[config.mk]
export PLATFORM = sky130hd
export DESIGN_NAME = spi_fmt_master
export DESIGN_NICKNAME = d
export VERILOG_FILES = /design/src/rtl/spi_fmt_pkg.sv /design/src/rtl/spi_fmt_regs.sv /design/src/rtl/spi_fmt_engine.sv /design/src/rtl/spi_fmt_master.sv
export SDC_FILE = /design/constraint.sdc
export NUM_CORES = 1
export LEC_CHECK = 0
export BUFFER_PORTS_ARGS = -buffer_cell sky130_fd_sc_hd__buf_4
export CORE_UTILIZATION = 40
export DETAILED_ROUTE_END_ITERATION = 8
export GPL_TIMING_DRIVEN = 0
export PLACE_DENSITY = 0.63
export SYNTH_ARGS = -nofsm -noshare
export SYNTH_HDL_FRONTEND = slang
export SYNTH_SLANG_ARGS = --single-unit
export TNS_END_PERCENT = 50
[constraint.sdc]
create_clock -name clk -period 9.51 [get_ports clk]
set_input_delay 0.951 -clock clk [delete_from_list [all_inputs] [get_ports clk]]
set_output_delay 0.951 -clock clk [all_outputs]
set_load 0.005 [all_outputs]
[src/rtl/spi_fmt_pkg.sv]
package spi_fmt_pkg;

    // format register fields
    localparam int PRE_LSB = 8;
    localparam int LEN_LSB = 0;

    // data register control fields
    localparam int CS_LSB  = 16;
    localparam int SEL_LSB = 24;

    // register map
    localparam int ADDR_W    = 3;
    localparam int ADDR_DATA = 4;
    localparam int ADDR_STAT = 5;
    localparam int ADDR_RX   = 6;

    typedef enum logic [1:0] {
        ST_IDLE,
        ST_LEAD,
        ST_SHIFT,
        ST_TRAIL
    } eng_state_t;

endpackage

[src/rtl/spi_fmt_regs.sv]
module spi_fmt_regs
    import spi_fmt_pkg::*;
#(
    parameter int NFMT  = 4,
    parameter int PRE_W = 8,
    parameter int LEN_W = 5,
    parameter int REG_W = 26,
    parameter int SEL_W = $clog2(NFMT)
) (
    input  logic              clk,
    input  logic              rst_n,
    input  logic              wr_en,
    input  logic [ADDR_W-1:0] wr_addr,
    input  logic [PRE_W-1:0]  wr_pre,
    input  logic [LEN_W-1:0]  wr_len,
    input  logic [SEL_W-1:0]  pick,
    output logic [PRE_W-1:0]  pick_pre,
    output logic [LEN_W-1:0]  pick_len,
    input  logic [ADDR_W-1:0] rd_addr,
    output logic [REG_W-1:0]  rd_fmt
);

    logic [PRE_W-1:0] pre_q [NFMT];
    logic [LEN_W-1:0] len_q [NFMT];

    always_ff @(posedge clk or negedge rst_n) begin
        if (!rst_n) begin
            for (int i = 0; i < NFMT; i++) begin
                pre_q[i] <= '0;
                len_q[i] <= '0;
            end
        end else if (wr_en) begin
            for (int i = 0; i < NFMT; i++) begin
                if (wr_addr == ADDR_W'(i)) begin
                    pre_q[i] <= wr_pre;
                    len_q[i] <= wr_len;
                end
            end
        end
    end

    assign pick_pre = pre_q[pick];
    assign pick_len = len_q[pick];

    always_comb begin
        rd_fmt = '0;
        for (int i = 0; i < NFMT; i++) begin
            if (rd_addr == ADDR_W'(i)) begin
                rd_fmt = (REG_W'(pre_q[i]) << PRE_LSB) | (REG_W'(len_q[i]) << LEN_LSB);
            end
        end
    end

endmodule

[src/rtl/spi_fmt_engine.sv]
module spi_fmt_engine
    import spi_fmt_pkg::*;
#(
    parameter int DATA_W = 16,
    parameter int PRE_W  = 8,
    parameter int LEN_W  = 5,
    parameter int NCS    = 4,
    parameter int CSI_W  = $clog2(NCS)
) (
    input  logic              clk,
    input  logic              rst_n,
    input  logic              start,
    input  logic [DATA_W-1:0] start_data,
    input  logic [CSI_W-1:0]  start_cs,
    input  logic [PRE_W-1:0]  sel_pre,
    input  logic [LEN_W-1:0]  sel_len,
    input  logic              clr_illegal,
    input  logic              miso,
    output logic              sclk,
    output logic              mosi,
    output logic [NCS-1:0]    cs_n,
    output logic              busy,
    output logic              done,
    output logic              illegal,
    output logic [DATA_W-1:0] rx_word
);

    localparam int CNT_W = PRE_W + 1;
    localparam logic [LEN_W-1:0] FULL_LEN = LEN_W'(DATA_W);

    eng_state_t state_q, state_d;

    logic [CNT_W-1:0]  cnt_q, div_q, low_q;
    logic [LEN_W-1:0]  len_q, bit_q;
    logic [CSI_W-1:0]  cs_q;
    logic [DATA_W-1:0] sh_q, rx_q, rxw_q;
    logic              done_q, ill_q;

    logic              bad_pre;
    logic [PRE_W-1:0]  pre_eff;
    logic [CNT_W-1:0]  new_div;
    logic [LEN_W-1:0]  len_eff;
    logic              period_end, mid_point, last_bit, accept;

    always_comb begin
        bad_pre    = sel_pre < PRE_W'(2);
        pre_eff    = bad_pre ? PRE_W'(2) : sel_pre;
        new_div    = {1'b0, pre_eff} + CNT_W'(1);
        len_eff    = (sel_len == '0 || sel_len > FULL_LEN) ? FULL_LEN : sel_len;
        period_end = cnt_q == div_q - CNT_W'(1);
        mid_point  = cnt_q == low_q - CNT_W'(1);
        last_bit   = bit_q == len_q - LEN_W'(1);
        accept     = (state_q == ST_IDLE) && start;
    end

    // state register
    always_ff @(posedge clk or negedge rst_n) begin
        if (!rst_n) state_q <= ST_IDLE;
        else        state_q <= state_d;
    end

    // transitions
    always_comb begin
        state_d = state_q;
        unique case (state_q)
            ST_IDLE:  if (start)                   state_d = ST_LEAD;
            ST_LEAD:  if (period_end)              state_d = ST_SHIFT;
            ST_SHIFT: if (period_end && last_bit)  state_d = ST_TRAIL;
            ST_TRAIL: if (period_end)              state_d = ST_IDLE;
            default:                               state_d = ST_IDLE;
        endcase
    end

    // datapath
    always_ff @(posedge clk or negedge rst_n) begin
        if (!rst_n) begin
            cnt_q  <= '0;
            div_q  <= CNT_W'(3);
            low_q  <= CNT_W'(2);
            len_q  <= FULL_LEN;
            bit_q  <= '0;
            cs_q   <= '0;
            sh_q   <= '0;
            rx_q   <= '0;
            rxw_q  <= '0;
            done_q <= 1'b0;
            ill_q  <= 1'b0;
        end else begin
            ill_q <= (ill_q & ~clr_illegal) | (accept & bad_pre);
            if (state_q == ST_IDLE) cnt_q <= '0;
            else                    cnt_q <= period_end ? '0 : cnt_q + CNT_W'(1);
            if (accept) begin
                div_q  <= new_div;
                low_q  <= new_div - (new_div >> 1);
                len_q  <= len_eff;
                cs_q   <= start_cs;
                sh_q   <= start_data << (FULL_LEN - len_eff);
                rx_q   <= '0;
                bit_q  <= '0;
                done_q <= 1'b0;
            end
            if (state_q == ST_SHIFT) begin
                if (mid_point) rx_q <= {rx_q[DATA_W-2:0], miso};
                if (period_end && !last_bit) begin
                    bit_q <= bit_q + LEN_W'(1);
                    sh_q  <= sh_q << 1;
                end
            end
            if (state_q == ST_TRAIL && period_end) begin
                done_q <= 1'b1;
                rxw_q  <= rx_q;
            end
        end
    end

    // outputs
    always_comb begin
        busy    = state_q != ST_IDLE;
        sclk    = (state_q == ST_SHIFT) && (cnt_q >= low_q);
        mosi    = busy ? sh_q[DATA_W-1] : 1'b0;
        cs_n    = busy ? ~(NCS'(1) << cs_q) : '1;
        done    = done_q;
        illegal = ill_q;
        rx_word = rxw_q;
    end


    cs_onehot_chk: assert property (@(posedge clk) disable iff (!rst_n)
        $onehot0(~cs_n));


    sclk_idle_low_chk: assert property (@(posedge clk) disable iff (!rst_n)
        (&cs_n) |-> !sclk);


    mosi_hold_chk: assert property (@(posedge clk) disable iff (!rst_n)
        (sclk && $past(sclk)) |-> $stable(mosi));


    latch_hold_chk: assert property (@(posedge clk) disable iff (!rst_n)
        (busy && $past(busy)) |-> ($stable(div_q) && $stable(len_q) && $stable(cs_q)));


    div_floor_chk: assert property (@(posedge clk) disable iff (!rst_n)
        busy |-> (div_q >= CNT_W'(3)));


    done_on_release_chk: assert property (@(posedge clk) disable iff (!rst_n)
        $fell(busy) |-> done);

endmodule

[src/rtl/spi_fmt_master.sv]
module spi_fmt_master
    import spi_fmt_pkg::*;
#(
    parameter int DATA_W = 16,
    parameter int PRE_W  = 8,
    parameter int NFMT   = 4,
    parameter int NCS    = 4
) (
    input  logic        clk,
    input  logic        rst_n,
    input  logic        wr_en,
    input  logic [2:0]  wr_addr,
    input  logic [25:0] wr_data,
    input  logic [2:0]  rd_addr,
    output logic [25:0] rd_data,
    output logic        sclk,
    output logic        mosi,
    input  logic        miso,
    output logic [NCS-1:0] cs_n
);

    localparam int REG_W = 26;
    localparam int SEL_W = $clog2(NFMT);
    localparam int CSI_W = $clog2(NCS);
    localparam int LEN_W = $clog2(DATA_W) + 1;

    logic [PRE_W-1:0]  pick_pre;
    logic [LEN_W-1:0]  pick_len;
    logic [REG_W-1:0]  rd_fmt;
    logic              busy, done, illegal, start, clr_ill;
    logic [DATA_W-1:0] rx_word;

    assign start   = wr_en && (wr_addr == ADDR_W'(ADDR_DATA)) && !busy;
    assign clr_ill = wr_en && (wr_addr == ADDR_W'(ADDR_STAT)) && wr_data[1];

    spi_fmt_regs #(
        .NFMT(NFMT), .PRE_W(PRE_W), .LEN_W(LEN_W), .REG_W(REG_W), .SEL_W(SEL_W)
    ) i_regs (
        .clk      (clk),
        .rst_n    (rst_n),
        .wr_en    (wr_en),
        .wr_addr  (wr_addr),
        .wr_pre   (wr_data[PRE_LSB +: PRE_W]),
        .wr_len   (wr_data[LEN_LSB +: LEN_W]),
        .pick     (wr_data[SEL_LSB +: SEL_W]),
        .pick_pre (pick_pre),
        .pick_len (pick_len),
        .rd_addr  (rd_addr),
        .rd_fmt   (rd_fmt)
    );

    spi_fmt_engine #(
        .DATA_W(DATA_W), .PRE_W(PRE_W), .LEN_W(LEN_W), .NCS(NCS), .CSI_W(CSI_W)
    ) i_engine (
        .clk         (clk),
        .rst_n       (rst_n),
        .start       (start),
        .start_data  (wr_data[DATA_W-1:0]),
        .start_cs    (wr_data[CS_LSB +: CSI_W]),
        .sel_pre     (pick_pre),
        .sel_len     (pick_len),
        .clr_illegal (clr_ill),
        .miso        (miso),
        .sclk        (sclk),
        .mosi        (mosi),
        .cs_n        (cs_n),
        .busy        (busy),
        .done        (done),
        .illegal     (illegal),
        .rx_word     (rx_word)
    );

    always_comb begin
        unique case (rd_addr)
            ADDR_W'(ADDR_STAT): rd_data = {{(REG_W-3){1'b0}}, busy, illegal, done};
            ADDR_W'(ADDR_RX):   rd_data = REG_W'(rx_word);
            default:            rd_data = rd_fmt;
        endcase
    end

endmodule

==> results by group <==
Power
  • Worst vdd ir: around 0.00013 V
  • Total internal power: around 1800 uW
  • Sw frac: between 30% and 40%
  • Share of power burned in registers: 34.6%
  • Net Sw Power: around 1100 uW
  • Design Power: slightly below 3000 uW
  • LEAKAGE: about 0.0047 uW
  • Clk pwr share: a little under a quarter
  • Pwr per Cell Area: around 290 mW/mm^2
  • Comb pwr share: a little over two fifths

Final layout
  • Layout net count: about 1,000
  • Final std cells w/o fill: roughly 1,200
  • Ant diodes: 0
  • Ratio of cells with drive above 1 in the final layout: roughly a quarter
  • Area Growth Syn to Fin: 15.7%

Synthesis
  • Sequential cell area fraction in the yosys report: between 40% and 50%
  • Syn_area_per_cell: between 10 and 15 um^2
  • Post-synthesis mux area share: between 20% and 30%
  • Simple-gate share of the synthesized area: between 10% and 20%
  • Post-synth top area share: about two fifths
  • Asr flop ratio synth: 100%
  • Post-Synth XOR/XNOR Area: under 10%
  • Top_reg_cell synth: dfrtp_1
  • Cell taking the most area after synthesis: dfrtp_1
  • EDFF count, synth: 0
  • Yosys reg bits: 143
  • Main combinational cell family by area after synthesis: multiplexers
  • Cells after Synth: 839
  • Top post-synthesis cells by area: dfrtp_1 40%, mux2_2 8.5%, mux4_2 8.0%
  • Post-synth top cells: 139 x dfrtp_1, 90 x nand2_1, 66 x mux2_2
  • Compound-gate portion of the synthesized area: ~10%
  • Warnings from Yosys: 0
  • Count leader, synth: dfrtp_1
  • Distinct cells, synth: 72
  • Mapped cell area: approximately 0.0088 mm^2
  • Post-Synth Adder-Cell Area: 4.36%

STA
  • Final hold vios: 0
  • Max_slew headroom: roughly 5.0%
  • Final setup violation count: 0
  • Fin crit share: between 50% and 60%
  • Setup TNS: 0 ns
  • Final Critical Period: roughly 5.6 ns
  • Clock Skew: 0.0127 ns
  • RSZ-0062 raised after global routing: no
  • Worst-margin pin slew: 1.41 ns
  • Fin. max-slew vios: 0
  • Fmax: between 0.15 and 0.2 GHz

Detailed routing
  • Antenna viol nets, final: 0
  • Routed WL: 21,400 um
  • Vias per inst: about 5.5
  • DR pass1 iterations: 7
  • Drt wl/cell: about 18 um
  • DRC Markers: 0
  • Initial DRC count: 350
  • Via count: about 6,600

Floorplanning
  • CORE AREA: approximately 0.021 mm^2
  • Row cnt: 53
  • Horiz. Die Dim: roughly 150 um
  • IO Pins: 68
  • DIE AREA: approximately 0.023 mm^2
  • Die Span Y: 150 um
  • Initial Util: 41.2%

Placed design
  • Placed cell count: around 1,200
  • Placed wire-length estimate: 15,500 um
  • Gpl congestion: approximately 0.85
  • Port bufs: 50

Critical path
  • Crit path kind: in -> reg
  • Crit end category: flop
  • Capture point of the worst path: i_engine.sh_q[13]
  • Max FO, Critical Path: 10
  • R2R setup slack: around 4.6 ns
  • Crit path DAT: a little under 6 ns
  • Crit start category: input port
  • Reg2reg start: i_regs.len_q[2]
  • Worst reg2reg path endpoint: i_engine.sh_q[13]
  • Critical Path Source: wr_data[25]
  • Reg2reg path depth: 17
  • Worst endpoint required time: 9.82 ns

CTS
  • Clock latency on the worst-skew pair: ~0.44 ns
  • Num CTS Buffers: 17
  • Root Buffer: clkbuf_16
  • H-tree depth: 4
  • CTS tree: yes
  • Worst-path clk slew: roughly 0.070 ns
  • Post-CTS Resized: 0
  • Postcts setup bufs: 0
  • Post-CTS Hold Buffers: 0
  • Clock sinks: 143
  • Max Root-Sink Buffers: 2

Global routing
  • Vias in the first global route: 6,572
  • GR Util All Layers: roughly a fifth
  • Largest net degree at the start of global routing: 87
  • First-pass GRT wire length: approximately 35,000 um
  • Antenna violations before repair: 0
  • Remaining Overflow, GRT: 0

Flow run
  • Maxcap violations: 0

Hold path
  • Min-Delay Path Class: in -> async

Run status
  • Status: complete, no violations
-- worst min-delay path by stage --
stage / startpoint / to / slack (ns) / cells past startpoint
final: rst_n / i_engine.cs_q[0] / 0.49 / 1
after global routing: i_engine.rx_word[5] / i_engine.rx_word[5] / 0.52 / 1
after CTS: i_engine.len_q[4] / i_engine.len_q[4] / 0.50 / 2
after detailed placement: i_engine.done / i_engine.done / 0.49 / 2
after global placement: i_engine.done / i_engine.done / 0.47 / 2
after floorplan: i_engine.done / i_engine.done / 0.45 / 2
-- worst max-delay path, cell delays in order --
cell and delay, ns:
buf_4 0.11, clkbuf_1 0.54, mux4_2 0.42, nor3_1 0.31
nand2b_1 0.10, ha_1 0.32, inv_1 0.10, nand2_1 0.15
buf_2 0.25, buf_1 0.47, ha_1 0.30, inv_1 0.12
xnor2_4 0.33, buf_4 0.27, mux4_2 0.54, nand2_1 0.08
nand2_1 0.06, a222oi_1 0.32, a21oi_1 0.12
-- layer usage --
metal,vias to the layer above,global-route usage (%),part of all wire [%]
met1,3287,26.5,46
met4,0,6.31,2.0
met2,168,34.5,48
li1,3140,-,-
met5,-,0,0
met3,29,3.39,3.9
-- sequential cells by signal, indices dropped and copies added (netlist names) --
name              flops
i_engine.cnt_q        9
i_engine.rx_q        16
i_engine.low_q        9
i_engine.bit_q        5
i_engine.state_q      2
i_engine.len_q        5
i_regs.len_q         20
i_engine.done         1
i_engine.div_q        9
i_engine.cs_q         2
i_regs.pre_q         32
i_engine.rx_word     16
i_engine.illegal      1
i_engine.sh_q        16
-- placed cells by master, fill, tap and decap left out, types with 29 or more instances in the layout --
cell type and count:
ha_1 29, dfrtp_1 139, mux2i_1 35, mux4_2 31, inv_1 57, o21ai_0 53, nand2_1 90, buf_4 61
mux2_2 66, nor2_1 51
-- through the flow --
stage               cell area [um^2]  hold slack (ns)  setup slack [ns]  utilization [%]
finish                         10200            0.493              3.93             47.7
floorplan                       8810            0.446              4.32                -
global route                   10200            0.521              3.49             47.7
global placement                9530            0.468              3.50             44.8
detailed placement              9560            0.488              3.46             44.9
CTS                            10200            0.505              3.90             47.7
-- power by group through the flow --
stage | clock [uW] | sequential (uW) | combinational (uW)
floorplan | 0 | 959 | 971
global placement | 0 | 1010 | 1210
detailed placement | 0 | 1020 | 1230
CTS | 682 | 1010 | 1240
global route | 705 | 1040 | 1390
finish | 669 | 1010 | 1240
-- cell families after synthesis --
kind of cell               Yosys count
muxes                              141
other                                1
adders and majority gates           30
and+or+nand+nor                    233
xor gates and xnor gates            46
buffers and inverters              105
AOI/OAI and AO/OA                  140
DFF                                143
-- cell type report --
cell class / count / area [um^2]
clock buffers: 17 / 425
multi-input cells: 600 / 4770
inverters: 58 / 218
fillers: 1982 / 11100
clock inverters: 15 / 169
repair buffers: 51 / 407
plain buffers: 47 / 236
well taps: 275 / 344
flip-flops and latches: 143 / 3580
No activity file was read; power rests on OpenSTA's default activity.
